**config.mk**
```make
export PLATFORM = sky130hd
export DESIGN_NAME = irq_expander
export DESIGN_NICKNAME = d
export VERILOG_FILES = /design/src/rtl/irqx_pkg.sv /design/src/rtl/irqx_sync.sv /design/src/rtl/irqx_core.sv /design/src/rtl/irqx_rdmux.sv /design/src/rtl/irq_expander.sv
export SDC_FILE = /design/constraint.sdc
export NUM_CORES = 1
export LEC_CHECK = 0
export BUFFER_PORTS_ARGS = -buffer_cell sky130_fd_sc_hd__buf_2
export CAP_MARGIN = 20
export CORE_AREA = 5 5 69 118
export DETAILED_ROUTE_END_ITERATION = 7
export DIE_AREA = 0 0 74 123
export PLACE_DENSITY_LB_ADDON = 0.3
export SETUP_SLACK_MARGIN = 0.15
export SLEW_MARGIN = 20
export SYNTH_ARGS = -nofsm -noshare
export SYNTH_HDL_FRONTEND = slang
export SYNTH_SLANG_ARGS = --single-unit
```
**constraint.sdc**
```tcl
create_clock -name clk -period 2.57 [get_ports clk]
set_clock_uncertainty 0.15 [all_clocks]
set_input_delay 0.514 -clock clk [delete_from_list [all_inputs] [get_ports clk]]
set_output_delay 0.514 -clock clk [all_outputs]
set_load 0.02 [all_outputs]
```
**src/rtl/irqx_pkg.sv**
```systemverilog
package irqx_pkg;
    localparam int ADDR_W = 4;

    typedef enum logic [ADDR_W-1:0] {
        RA_ID0  = 4'h0,
        RA_ID1  = 4'h1,
        RA_ID2  = 4'h2,
        RA_VER  = 4'h3,
        RA_STAT = 4'h4,
        RA_MASK = 4'h5,
        RA_CLR  = 4'h6
    } reg_addr_e;

    localparam logic [15:0] ID_WORD0 = 16'hAAAA;
    localparam logic [15:0] ID_WORD1 = 16'h5555;
    localparam logic [15:0] ID_WORD2 = 16'hCAFE;
endpackage

```
**src/rtl/irqx_sync.sv**
```systemverilog
module irqx_sync #(
    parameter int W = 16
) (
    input  logic         clk,
    input  logic         rst,
    input  logic [W-1:0] async_in,
    output logic [W-1:0] sync_out
);
    for (genvar i = 0; i < W; i++) begin : g_bit
        logic meta_q, sync_q;
        always_ff @(posedge clk) begin
            if (rst) begin
                meta_q <= 1'b0;
                sync_q <= 1'b0;
            end else begin
                meta_q <= async_in[i];
                sync_q <= meta_q;
            end
        end
        assign sync_out[i] = sync_q;
    end
endmodule

```
**src/rtl/irqx_core.sv**
```systemverilog
module irqx_core
    import irqx_pkg::*;
#(
    parameter int W = 16
) (
    input  logic              clk,
    input  logic              rst,
    input  logic [W-1:0]      src_s,
    input  logic              bus_sel,
    input  logic              bus_wr,
    input  logic [ADDR_W-1:0] bus_addr,
    input  logic [W-1:0]      bus_wdata,
    output logic [W-1:0]      stat_o,
    output logic [W-1:0]      mask_o,
    output logic [W-1:0]      clr_o,
    output logic              irq_n_o
);
    typedef struct packed {
        logic [W-1:0] prev;
        logic [W-1:0] stat;
        logic [W-1:0] mask;
        logic [W-1:0] clr;
        logic         irq_n;
    } core_st_t;

    localparam core_st_t ST_RST = '{prev: '0, stat: '0, mask: '1, clr: '0, irq_n: 1'b1};

    core_st_t st_d, st_q;
    logic     wr_mask, wr_clr;

    assign wr_mask = bus_sel && bus_wr && (bus_addr == RA_MASK);
    assign wr_clr  = bus_sel && bus_wr && (bus_addr == RA_CLR);

    always_comb begin
        st_d = st_q;
        if (wr_mask) st_d.mask = bus_wdata;
        if (wr_clr)  st_d.clr  = bus_wdata;
        st_d.prev  = src_s;
        st_d.stat  = (st_q.stat | (src_s & ~st_q.prev)) & ~st_q.clr;
        st_d.irq_n = ~|(st_d.stat & ~st_d.mask);
    end

    always_ff @(posedge clk) begin
        if (rst) st_q <= ST_RST;
        else     st_q <= st_d;
    end

    assign stat_o  = st_q.stat;
    assign mask_o  = st_q.mask;
    assign clr_o   = st_q.clr;
    assign irq_n_o = st_q.irq_n;
endmodule

```
**src/rtl/irqx_rdmux.sv**
```systemverilog
module irqx_rdmux
    import irqx_pkg::*;
#(
    parameter int          W        = 16,
    parameter logic [15:0] CODE_VER = 16'h0102
) (
    input  logic              bus_sel,
    input  logic [ADDR_W-1:0] bus_addr,
    input  logic [W-1:0]      stat,
    input  logic [W-1:0]      mask,
    input  logic [W-1:0]      clr,
    output logic [W-1:0]      rdata
);
    always_comb begin
        rdata = '0;
        if (bus_sel) begin
            case (bus_addr)
                RA_ID0:  rdata = W'(ID_WORD0);
                RA_ID1:  rdata = W'(ID_WORD1);
                RA_ID2:  rdata = W'(ID_WORD2);
                RA_VER:  rdata = W'(CODE_VER);
                RA_STAT: rdata = stat;
                RA_MASK: rdata = mask;
                RA_CLR:  rdata = clr;
                default: rdata = '0;
            endcase
        end
    end
endmodule

```
**src/rtl/irq_expander.sv**
```systemverilog
module irq_expander
    import irqx_pkg::*;
#(
    parameter int          W        = 16,
    parameter logic [15:0] CODE_VER = 16'h0102
) (
    input  logic              clk,
    input  logic              rst,
    input  logic [W-1:0]      src_in,
    input  logic              bus_sel,
    input  logic              bus_wr,
    input  logic [ADDR_W-1:0] bus_addr,
    input  logic [W-1:0]      bus_wdata,
    output logic [W-1:0]      bus_rdata,
    output logic              irq_n
);
    logic [W-1:0] src_s, stat_w, mask_w, clr_w;

    irqx_sync #(.W(W)) u_sync (
        .clk      (clk),
        .rst      (rst),
        .async_in (src_in),
        .sync_out (src_s)
    );

    irqx_core #(.W(W)) u_core (
        .clk       (clk),
        .rst       (rst),
        .src_s     (src_s),
        .bus_sel   (bus_sel),
        .bus_wr    (bus_wr),
        .bus_addr  (bus_addr),
        .bus_wdata (bus_wdata),
        .stat_o    (stat_w),
        .mask_o    (mask_w),
        .clr_o     (clr_w),
        .irq_n_o   (irq_n)
    );

    irqx_rdmux #(.W(W), .CODE_VER(CODE_VER)) u_rdmux (
        .bus_sel  (bus_sel),
        .bus_addr (bus_addr),
        .stat     (stat_w),
        .mask     (mask_w),
        .clr      (clr_w),
        .rdata    (bus_rdata)
    );
endmodule

```
==> summary.md, run 1 <==
| Metric | Value |
|---|---|
| Critical R2R Launch | `u_sync.g_bit[1].sync_q` |
| Worst-path cell chain | `buf_12 > clkinvlp_4 > nor4_4 > buf_4 > buf_6 > a221oi_4 > nor2_2 > buf_6` |
| Max Cap Viol | `0` |
| Placement Cell Area | `0.00434 mm^2` |
| Initial core utilization | `53.4%` |
| Number of iterations in the first detailed-routing pass | `4` |
| Antenna diodes | `0` |
| Setup violators final | `0` |
| Sw Pwr | `725 uW` |
| Worst-path maximum fanout | `5` |
| H-tree levels | `3` |
| Initial antenna violation count | `0` |
| Fmax | `408 MHz` |
| Crit path from | `bus_addr[2]` |
| Routed WL | `about 9.9 mm` |
| Area contributors post-synth | `dfxtp_1, nor2b_1, a21oi_1` |
| Critical path arrival | `approximately 1.8 ns` |
| Clock power frac | `between 40% and 50%` |
| Nets | `543` |
| Layout area overhead | `28.2%` |
| Worst Setup EP | `bus_rdata[4]` |
| Hold-fix buffers, CTS | `0` |
| Logic pwr share | `between 9 and 10%` |
| PD cells | `between 600 and 700 mW/mm^2` |
| Largest family of logic cells by synthesized area | `simple AND/OR/NAND/NOR gates` |
| Number of core rows | `41` |
| Crit start category | `primary input` |
| R2R Path End | `u_core.irq_n_o` |
| WL/cell | `about 17 um` |
| Minimum clock period | `around 2.4 ns` |
| Layout cells sized above 1 | `a little over a quarter` |
| Gpl congestion | `about 0.90` |
| Int Pwr | `around 2500 uW` |
| # IOs | `57` |
| Syn Inst Count | `429` |
| Multiplexer share of the synthesized area | `0%` |
| Worst skew pair latency | `between 0.3 and 0.4 ns` |
| Clk sinks | `97` |
| Fin crit share | `95.3%` |
| Post-Synth Adder-Cell Area | `0%` |
| Compound-Gate Fraction of Synth Area | `17.5%` |
| Total congestion overflow | `0` |
| Required @ worst endpoint | `1.91 ns` |
| Net Count, Synth | `469` |
| Drt initial violations | `278` |
| Vias after detailed routing | `~3300` |
| Final Hold Viols | `0` |
| HPWL Detailed | `between 7 and 8 mm` |
| Post-synth ARST share | `0%` |
| Register area share after synthesis | `51.0%` |
| Yosys warns | `0` |
| Clk root buf | `clkbuf_16` |
| Synth top area share | `51.0%` |
| Slowest stage delay, CP | `0.42 ns` |
| Post-synth EDFFs | `0` |
| Syn Area/Cell | `approximately 8.9 um^2` |
| Outcome | `finished, final reports clean` |
| Hold crit path type | `in2reg` |
| Yosys top cell by area | `dfxtp_1` |
| CP Class | `in2out` |
| CTS Buf Count | `9` |
| Clk slew on worst S/H paths | `0.06 ns` |
| Static leakage | `between 0.0015 and 0.002 uW` |
| Post-synth cell types | `36` |
| Least-Margin Pin Slew | `around 0.67 ns` |
| Min Hold Slack | `0.230 ns` |
| Quantity of I/O buffers inserted on ports | `56` |
| Peak supply drop | `0.652 mV` |
| Max-slew headroom | `55.2%` |
| Top_reg_cell synth | `dfxtp_1` |
| # fillers | `about 560` |
| Setup TNS | `0 ns` |
| Vias in the first global route | `3364` |
| Crit end category | `output pin` |
| Simple logic cell fraction of the synthesized area | `~27%` |
| Post-route DRC violation count | `0` |
| Sw Ratio | `22.7%` |
| Placeable Area | `approximately 0.0071 mm^2` |
| Post-Synth XOR/XNOR Area | `0%` |
| Fin. max-slew vios | `0` |
| Post-route design area | `approximately 0.005 mm^2` |
| R2R setup slack | `0.76 ns` |
| RSZ-0062 raised after global routing | `true` |
| Global Route Usage Sum | `23.3%` |
| Crit-path slowest cell | `nor4_4` |
| CTS tree | `yes` |
| Vias per cell | `5.57` |
| R2R cell count | `5` |
| Register share of total power | `49.3%` |
| Die Y-Extent | `123 um` |
| #FFs+latches synth | `97` |
| Largest buffer count on any clock path | `2` |
| Die width | `about 74 um` |
| Die area | `0.00910 mm^2` |
| Netlist Area Pre-Place | `approximately 0.0038 mm^2` |
| First-pass GRT wire length | `16.0 mm` |
| Largest net degree at the start of global routing | `39` |
| Most frequent cell on the critical path | `buf_6` |
| Remaining antenna violation count | `0` |
==> state kept, by name, summed over array words and instances (netlist names) <==
signal	cells
u_sync.g_bit.sync_q	16
u_core.st_q	16
u_core.clr_o	16
u_sync.g_bit.meta_q	16
u_core.mask_o	16
u_core.irq_n_o	1
u_core.stat_o	16
==> power groups by stage <==
| stage | clock network (uW) | logic [uW] | registers, uW |
|---|---|---|---|
| after floorplan | 0 | 156 | 1600 |
| after global placement | 0 | 256 | 1600 |
| after detailed placement | 0 | 260 | 1610 |
| after CTS | 1350 | 270 | 1570 |
| after global routing | 1410 | 322 | 1580 |
| final | 1330 | 294 | 1580 |
==> per-stage QoR <==
step | setup WS, ns | total power [uW] | cells | util (%)
2_1_floorplan | 0.141 | 1760 | 429 | -
3_3_place_gp | 0.110 | 1860 | 569 | 60.9
3_5_place_dp | 0.0646 | 1870 | 569 | 60.9
4_1_cts | 0.153 | 3200 | 588 | 65.9
5_1_grt | 0.0613 | 3310 | 594 | 68.5
6_report | 0.121 | 3190 | 594 | 68.5
==> synth_stat cells (all sizes together), types with 10 or more instances <==
library cell,instances
a211o,12
a21oi,43
and3,10
clkbuf,20
dfxtp,97
nand2,47
nand3,22
nor2,23
nor2b,59
o21ai,10
o21bai,14
==> placed cells by master, fill, tap and decap left out, drive strengths merged, types with 2 or more instances in the layout <==
cell type  Yosys  routed
nor2          23      23
nand3         22      22
a211oi         8       8
nand2b         8       8
a21oi         43      43
dfxtp         97      97
and2           6       6
or4bb          2       2
a31oi          3       3
or4            2       2
clkinv         0       2
nand2         47      47
o21bai        14      14
buf            9      92
clkbuf        20      12
o21ai         10      10
nor3           2       2
nor2b         59      59
a2bb2oi        2       2
nand4          2       2
inv            9       9
a221oi         9       9
and3          10      10
a211o         12      12
==> cell type report <==
cell class / instances / area [um^2] / area share (%)
flip-flops and latches: 97 / 1940 / 39.8
repair buffers: 92 / 639 / 13.1
inverters: 9 / 37.5 / 0.769
clock buffers: 12 / 246 / 5.05
well taps: 86 / 108 / 2.20
multi-input cells: 294 / 1860 / 38.1
clock inverters: 4 / 51.3 / 1.05
==> logic make-up after synthesis <==
logic type             after synthesis
AO/OA/AOI/OAI                      102
buffers and inverters               38
flip-flops                          97
AND/OR/NAND/NOR                    192
==> what timing repair did <==
item / CTS / global route
pin swaps: 2 / 12
gates resized for setup: 10 / 33
cloned: 0 / 1
buffers inserted: 3 / 5
setup endpoints to repair: 7 / 15
==> critical path: cells and delay by family <==
family	cells	cell delay [ns]
buffers and inverters	5	0.68
AND/OR/NAND/NOR	2	0.55
AO/OA/AOI/OAI	1	0.05
==> routing by layer <==
| metal | vias to the layer above | wire length [um] | GRT usage, % |
|---|---|---|---|
| li1 | 1628 | - | - |
| met4 | 0 | 541 | 13.7 |
| met5 | - | 0 | 0 |
| met3 | 33 | 585 | 5.78 |
| met2 | 121 | 5150 | 39.1 |
| met1 | 1524 | 3670 | 26.0 |
==> worst min-delay path by stage <==
stage	start	end	slack, ns	depth (start not counted)
3_3_place_gp	u_sync.g_bit[0].meta_q	u_sync.g_bit[0].sync_q	0.27	1
5_1_grt	src_in[10]	u_sync.g_bit[10].meta_q	0.22	2
2_1_floorplan	u_sync.g_bit[0].meta_q	u_sync.g_bit[0].sync_q	0.26	1
4_1_cts	src_in[9]	u_sync.g_bit[9].meta_q	0.22	2
6_report	src_in[9]	u_sync.g_bit[9].meta_q	0.23	2
3_5_place_dp	u_sync.g_bit[3].meta_q	u_sync.g_bit[3].sync_q	0.27	1
Power figures use the tool's default switching activity.
==> inputs of run 2 (changes only) <==
--- a/config.mk
+++ b/config.mk
@@ -7,9 +7,9 @@
 export LEC_CHECK = 0
 export BUFFER_PORTS_ARGS = -buffer_cell sky130_fd_sc_hd__buf_2
 export CAP_MARGIN = 20
-export CORE_AREA = 5 5 69 118
+export CORE_AREA = 5 5 78 134
 export DETAILED_ROUTE_END_ITERATION = 7
-export DIE_AREA = 0 0 74 123
+export DIE_AREA = 0 0 83 139
 export PLACE_DENSITY_LB_ADDON = 0.3
 export SETUP_SLACK_MARGIN = 0.15
 export SLEW_MARGIN = 20
==> constraint.sdc (replaced) <==
create_clock -name clk -period 2.57 [get_ports clk]
set_clock_uncertainty 0.15 [all_clocks]
set_input_delay 0.1285 -clock clk [delete_from_list [all_inputs] [get_ports clk]]
set_output_delay 0.1285 -clock clk [all_outputs]
set_load 0.02 [all_outputs]
==> run 2 against run 1 <==
  * Die area increased by 27%
  * Non-clock buffer count rose by 12
  * Cell area shrank 0.82%
==> summary.md, run 2 (same netlist as run 1, synthesis figures left out) <==
| Metric | Value |
|---|---|
| First-pass GRT wire length | `15.9 mm (-1.0%)` |
| Crit path max-delay family | `simple AND/OR/NAND/NOR gates` |
| Vias per cell | `5.22 (-6.2%)` |
| Most frequent cells in the layout | `dfxtp_1, nor2b_1, buf_2` |
| Least-Margin Pin Slew | `0.718 ns (+0.0479 ns)` |
| Routed WL | `10.0 mm (+0.67%)` |
| Layout cells sized above 1 | `17.9% (-9.5 points)` |
| CTS tree | `yes` |
| Nets | `555 (+2.2%)` |
| Crit end category | `output pin` |
| Global Route Usage Sum | `17.2% (-6.1 points)` |
| Critical path buffers and inverters | `3 (-2)` |
| Die width | `83 um (+12%)` |
| Register share of total power | `50.7% (+1.4 points)` |
| Post-cts sizing count | `0 (-10)` |
| Worst hold start | `rst` |
| Largest net degree at the start of global routing | `38 (-2.6%)` |
| Outcome | `finished, final reports clean` |
| R2R cell count | `5 (unchanged)` |
| Die area | `0.0115 mm^2 (+27%)` |
| Setup TNS | `0 ns (unchanged)` |
| Static leakage | `0.00192 uW (-1.3%)` |
| Slowest stage delay, CP | `0.48 ns (+0.06 ns)` |
| CTS Buf Count | `9 (unchanged)` |
| Drt initial violations | `270 (-2.9%)` |
| Worst Setup EP | `bus_rdata[2]` |
| Sw Pwr | `734 uW (+1.3%)` |
| Gpl congestion | `0.898 (about the same)` |
| Minimum clock period | `2.03 ns (-0.415 ns)` |
| Antenna diodes | `0 (unchanged)` |
| Setup violators final | `0 (unchanged)` |
| Total congestion overflow | `0 (unchanged)` |
| Crit start category | `primary input` |
| Die Y-Extent | `139 um (+13%)` |
| Worst skew pair latency | `0.34 ns (about the same)` |
| RSZ-0062 raised after global routing | `false` |
| Layout area overhead | `27.1%` |
| Crit path from | `bus_addr[0]` |
| Most common cell after layout, fill and taps aside | `dfxtp_1` |
| Placeable Area | `0.00929 mm^2 (+30%)` |
| Hold crit path type | `in2reg` |
| PD cells | `641 mW/mm^2 (-2.1%)` |
| WL/cell | `15.6 um (-6.9%)` |
| Final Hold Viols | `0 (unchanged)` |
| Int Pwr | `2370 uW (-4.1%)` |
| # IOs | `57 (unchanged)` |
| Vias in the first global route | `3224 (-4.2%)` |
| Clk slew on worst S/H paths | `0.06 ns (about the same)` |
| Post-route DRC violation count | `0 (unchanged)` |
| R2R Path End | `u_core.irq_n_o` |
| HPWL Detailed | `7.12 mm (+0.66%)` |
| Remaining antenna violation count | `0 (unchanged)` |
| Initial antenna violation count | `0 (unchanged)` |
| CP Class | `in2out` |
| Number of iterations in the first detailed-routing pass | `5 (+1)` |
| Vias after detailed routing | `3351 (+1.4%)` |
| Fin. max-slew vios | `0 (unchanged)` |
| Most frequent cell on the critical path | `buf_2` |
| Clk sinks | `97 (unchanged)` |
| Post-CTS Setup Bufs | `0 (-3)` |
| R2R setup slack | `0.69 ns (-0.07 ns)` |
| Critical R2R Launch | `u_sync.g_bit[4].sync_q` |
| Fmax | `492 MHz (+20%)` |
| Quantity of I/O buffers inserted on ports | `56 (unchanged)` |
| Crit-path slowest cell | `nor2b_1` |
| Crit path depth | `8 (unchanged)` |
| Largest buffer count on any clock path | `2 (unchanged)` |
| Fin crit share | `79.1% (-16 points)` |
| Worst-path cell chain | `buf_2 > buf_4 > nor2b_1 > o21ai_0 > a21oi_1 > a221oi_1 > nor2_1 > buf_2` |
| Initial core utilization | `41.0% (-12 points)` |
| Sw Ratio | `23.7% (+0.98 points)` |
| Clk root buf | `clkbuf_16` |
| Logic pwr share | `9.1% (about the same)` |
| Peak supply drop | `0.413 mV (-37%)` |
| Post-place setup slack | `0.274 ns (+0.209 ns)` |
| Max Cap Viol | `0 (unchanged)` |
| Clock power frac | `40.2% (-1.3 points)` |
| Number of core rows | `47 (+15%)` |
| Worst-path maximum fanout | `9 (+4)` |
| Post-route worst setup slack | `0.536 ns (+0.415 ns)` |
| Required @ worst endpoint | `2.29 ns (+0.38 ns)` |
| Max-slew headroom | `52.0% (-3.2 points)` |
| Critical path arrival | `1.76 ns (-0.02 ns)` |
| H-tree levels | `3 (unchanged)` |
## run 2: cell count changes in the layout (fill, tap and decap cells not counted), moves of 3 or more
cell,change
buf_12,-3
nor2_2,-8
a221oi_1,+7
a21oi_1,+8
a221oi_2,-5
buf_6,-7
nor2_1,+8
buf_4,-20
dlygate4sd3_1,+32
a21oi_2,-8
buf_2,+10
## run 2: through the flow
stage,hold slack (ns),instance area (um^2),util [%],total power (uW),std cells
global placement,0.185,4240,45.7,1850,594
finish,0.0765,4840,52.1,3100,642
CTS,0.0694,4840,52.1,3140,642
floorplan,0.107,3810,-,1750,429
global route,0.0891,4840,52.1,3210,642
detailed placement,0.190,4240,45.7,1850,594
## run 2: worst min path at each step
stage / to / slack [ns] / depth (start not counted)
6_report: u_core.stat_o[8] / 0.08 / 2
3_5_place_dp: u_sync.g_bit[12].meta_q / 0.19 / 2
5_1_grt: u_core.stat_o[8] / 0.09 / 2
2_1_floorplan: u_sync.g_bit[0].meta_q / 0.11 / 1
3_3_place_gp: u_sync.g_bit[15].meta_q / 0.18 / 2
4_1_cts: u_core.stat_o[8] / 0.07 / 2
## run 2: power groups by stage
| stage | Combinational, uW | Clock (uW) | Sequential, uW |
|---|---|---|---|
| 2_1_floorplan | 150 | 0 | 1600 |
| 3_3_place_gp | 241 | 0 | 1600 |
| 3_5_place_dp | 243 | 0 | 1610 |
| 4_1_cts | 282 | 1280 | 1570 |
| 5_1_grt | 309 | 1330 | 1580 |
| 6_report | 282 | 1250 | 1570 |
## run 2: area by class of cell
cell class / instances / area (um^2)
multi-input combinational: 294 / 1710
timing repair buffer: 104 / 721
inverter: 9 / 33.8
tap: 122 / 153
clock buffer: 10 / 239
sequential: 97 / 1940
clock inverter: 6 / 42.5
fill: 896 / 4450
## run 2: what timing repair did
action / in CTS / in global routing
hold endpoints to repair: 38 / 0
setup endpoints to repair: 0 / 0
hold buffers: 32 / 0
## run 2: routing by layer
metal / vias to the layer above / track usage (%) / routed length [um]
met4: 0 / 9.82 / 313
met3: 25 / 3.33 / 413
met2: 113 / 29.7 / 5170
li1: 1648 / - / -
met5: - / 0 / 0
met1: 1565 / 19.6 / 4110
==> inputs of run 3 (changes only) <==
==> constraint.sdc (replaced) <==
create_clock -name clk -period 1.63 [get_ports clk]
set_clock_uncertainty 0.15 [all_clocks]
set_input_delay 0.0815 -clock clk [delete_from_list [all_inputs] [get_ports clk]]
set_output_delay 0.0815 -clock clk [all_outputs]
set_load 0.02 [all_outputs]
==> run 3 against run 2 <==
  * The flow now finishes with violations (negative setup slack)
  * Worst setup slack worse by 0.69 ns
  * Sequential share of layout area down 7.7 points
  * Flip-flop and latch count unchanged
  * Highest routed layer unchanged
==> summary.md, run 3 (same netlist as run 1, synthesis figures left out) <==
| Metric | Value |
|---|---|
| Outcome | `complete, but fails checks` |
| Failing checks | `negative setup slack` |
| Crit start category | `register` |
| Minimum clock period | `about 1.8 ns` |
| CTS Buf Count | `9 (unchanged)` |
| Fin. max-slew vios | `0 (unchanged)` |
| Total congestion overflow | `0 (unchanged)` |
| Routed WL | `11.9 mm (+19%)` |
| Worst skew pair latency | `0.34 ns (about the same)` |
| WL/cell | `16.8 um (+7.5%)` |
| Peak supply drop | `0.615 mV (+49%)` |
| Final Hold Viols | `0 (unchanged)` |
| Most frequent cells in the layout | `dfxtp_1, buf_4, nor2b_1` |
| Fin crit share | `109%` |
| Vias per cell | `5.27 (+0.97%)` |
| Most common cell after layout, fill and taps aside | `dfxtp_1` |
| HPWL Detailed | `7.67 mm (+7.7%)` |
| Post-route DRC violation count | `0 (unchanged)` |
| Clk sinks | `97 (unchanged)` |
| Initial core utilization | `41.0% (unchanged)` |
| Die area | `0.0115 mm^2 (unchanged)` |
| Layout area overhead | `59.1%` |
| Largest net degree at the start of global routing | `35 (-7.9%)` |
| Required @ worst endpoint | `1.72 ns (-0.57 ns)` |
| First-pass GRT wire length | `18.1 mm (+14%)` |
| Number of core rows | `47 (unchanged)` |
| Placeable Area | `0.00929 mm^2 (unchanged)` |
| # IOs | `57 (unchanged)` |
| Nets | `624 (+12%)` |
| Worst-path maximum fanout | `2 (-7)` |
| Static leakage | `0.00244 uW (+27%)` |
| Largest buffer count on any clock path | `2 (unchanged)` |
| Clk root buf | `clkbuf_16` |
| Setup TNS | `-0.279 ns (-0.279 ns)` |
| Least-Margin Pin Slew | `0.500 ns (-0.218 ns)` |
| Placement Cell Area | `0.00460 mm^2 (+8.5%)` |
| Pwr Total | `5290 uW (+70%)` |
| Vias in the first global route | `3750 (+16%)` |
| Post-route worst setup slack | `-0.154 ns (-0.690 ns)` |
| Critical path arrival | `1.88 ns (+0.12 ns)` |
| Die width | `83 um (unchanged)` |
| Crit end category | `register` |
| Antenna diodes | `0 (unchanged)` |
| Remaining antenna violation count | `0 (unchanged)` |
| Vias after detailed routing | `3747 (+12%)` |
| Fmax | `561 MHz` |
| Clk slew on worst S/H paths | `0.06 ns (about the same)` |
| Hold crit path type | `in2reg` |
| Gpl congestion | `0.936 (+4.2%)` |
| Drt initial violations | `350 (+30%)` |
| Quantity of I/O buffers inserted on ports | `56 (unchanged)` |
| Setup violators final | `4 (+4)` |
| Min Hold Slack | `0.0135 ns (-0.0630 ns)` |
| RSZ-0062 raised after global routing | `true` |
| Layout cells sized above 1 | `44.1% (+26 points)` |
| Max Cap Viol | `0 (unchanged)` |
| Post-route design area | `0.00606 mm^2 (+25%)` |
| PD cells | `872 mW/mm^2 (+36%)` |
| Number of iterations in the first detailed-routing pass | `5 (unchanged)` |
| CP Class | `reg2reg` |
| H-tree levels | `3 (unchanged)` |
| CTS tree | `yes` |
| Global Route Usage Sum | `19.6% (+2.4 points)` |
| Die Y-Extent | `139 um (unchanged)` |
| Initial antenna violation count | `0 (unchanged)` |
| Max-slew headroom | `66.7% (+15 points)` |
-- run 3: cell count changes in the layout (fill, tap and decap cells not counted), moves of 11 or more --
cell     before  now
nand2_1      47   36
buf_4        16   64
a21oi_1      43   25
nor2_1       23   11
a21oi_2       0   17
dfxtp_2       0   20
buf_2        56   37
dfxtp_1      97   77
nor2_2        0   11
buf_6         0   27
-- run 3: routing by layer --
| metal | up-vias | GRT usage [%] | wire, um |
|---|---|---|---|
| met1 | 1773 | 20.9 | 4550 |
| met5 | - | 0 | 0 |
| met3 | 38 | 4.16 | 595 |
| met2 | 145 | 34.8 | 6280 |
| li1 | 1791 | - | - |
| met4 | 0 | 12.2 | 493 |
-- run 3: worst paths after layout --
| path | from | to | slack, ns | depth (start not counted) |
|---|---|---|---|---|
| hold / removal | bus_wdata[8] | u_core.mask_o[8] | 0.01 | 3 |
| setup / recovery | u_sync.g_bit[4].sync_q | u_core.irq_n_o | -0.15 | 5 |
| setup reg to reg | u_sync.g_bit[4].sync_q | u_core.irq_n_o | -0.15 | 5 |
| hold reg to reg | u_sync.g_bit[0].meta_q | u_sync.g_bit[0].sync_q | 0.28 | 1 |
-- run 3: report_power, final --
| group | switching, uW | total [uW] | internal, uW |
|---|---|---|---|
| clock | 903 | 2090 | 1190 |
| sequential | 40.4 | 2490 | 2450 |
| combinational | 326 | 704 | 378 |
| total | 1270 | 5290 | 4020 |
-- run 3: what timing repair did --
action,CTS,global route
gates cloned,0,2
hold buffers,33,0
hold endpoints to repair,45,0
setup endpoints to repair,17,18
gates resized for setup,113,49
pin swaps,44,27
setup buffers,24,6
-- run 3: layout make-up --
type	instances	area, um^2
fillers	755	3230
flip-flops and latches	97	1970
inverters	9	38.8
clock buffers	9	225
repair buffers	172	1500
multi-input cells	295	2110
clock inverters	7	70.1
well taps	122	153
-- run 3: worst max-delay path, cell delays in order (launching register included) --
cell	delay (ns)
dfxtp_2	0.32
nor2b_4	0.13
o21bai_4	0.18
a211oi_2	0.07
or4_4	0.53
o41ai_2	0.32
-- run 3: stage by stage --
step | std cells | setup WS [ns] | utilization [%]
after floorplan | 429 | -0.143 | -
after global placement | 630 | -0.307 | 49.5
after detailed placement | 630 | -0.344 | 49.5
after CTS | 703 | -0.156 | 62.2
after global routing | 711 | -0.222 | 65.3
final | 711 | -0.154 | 65.3
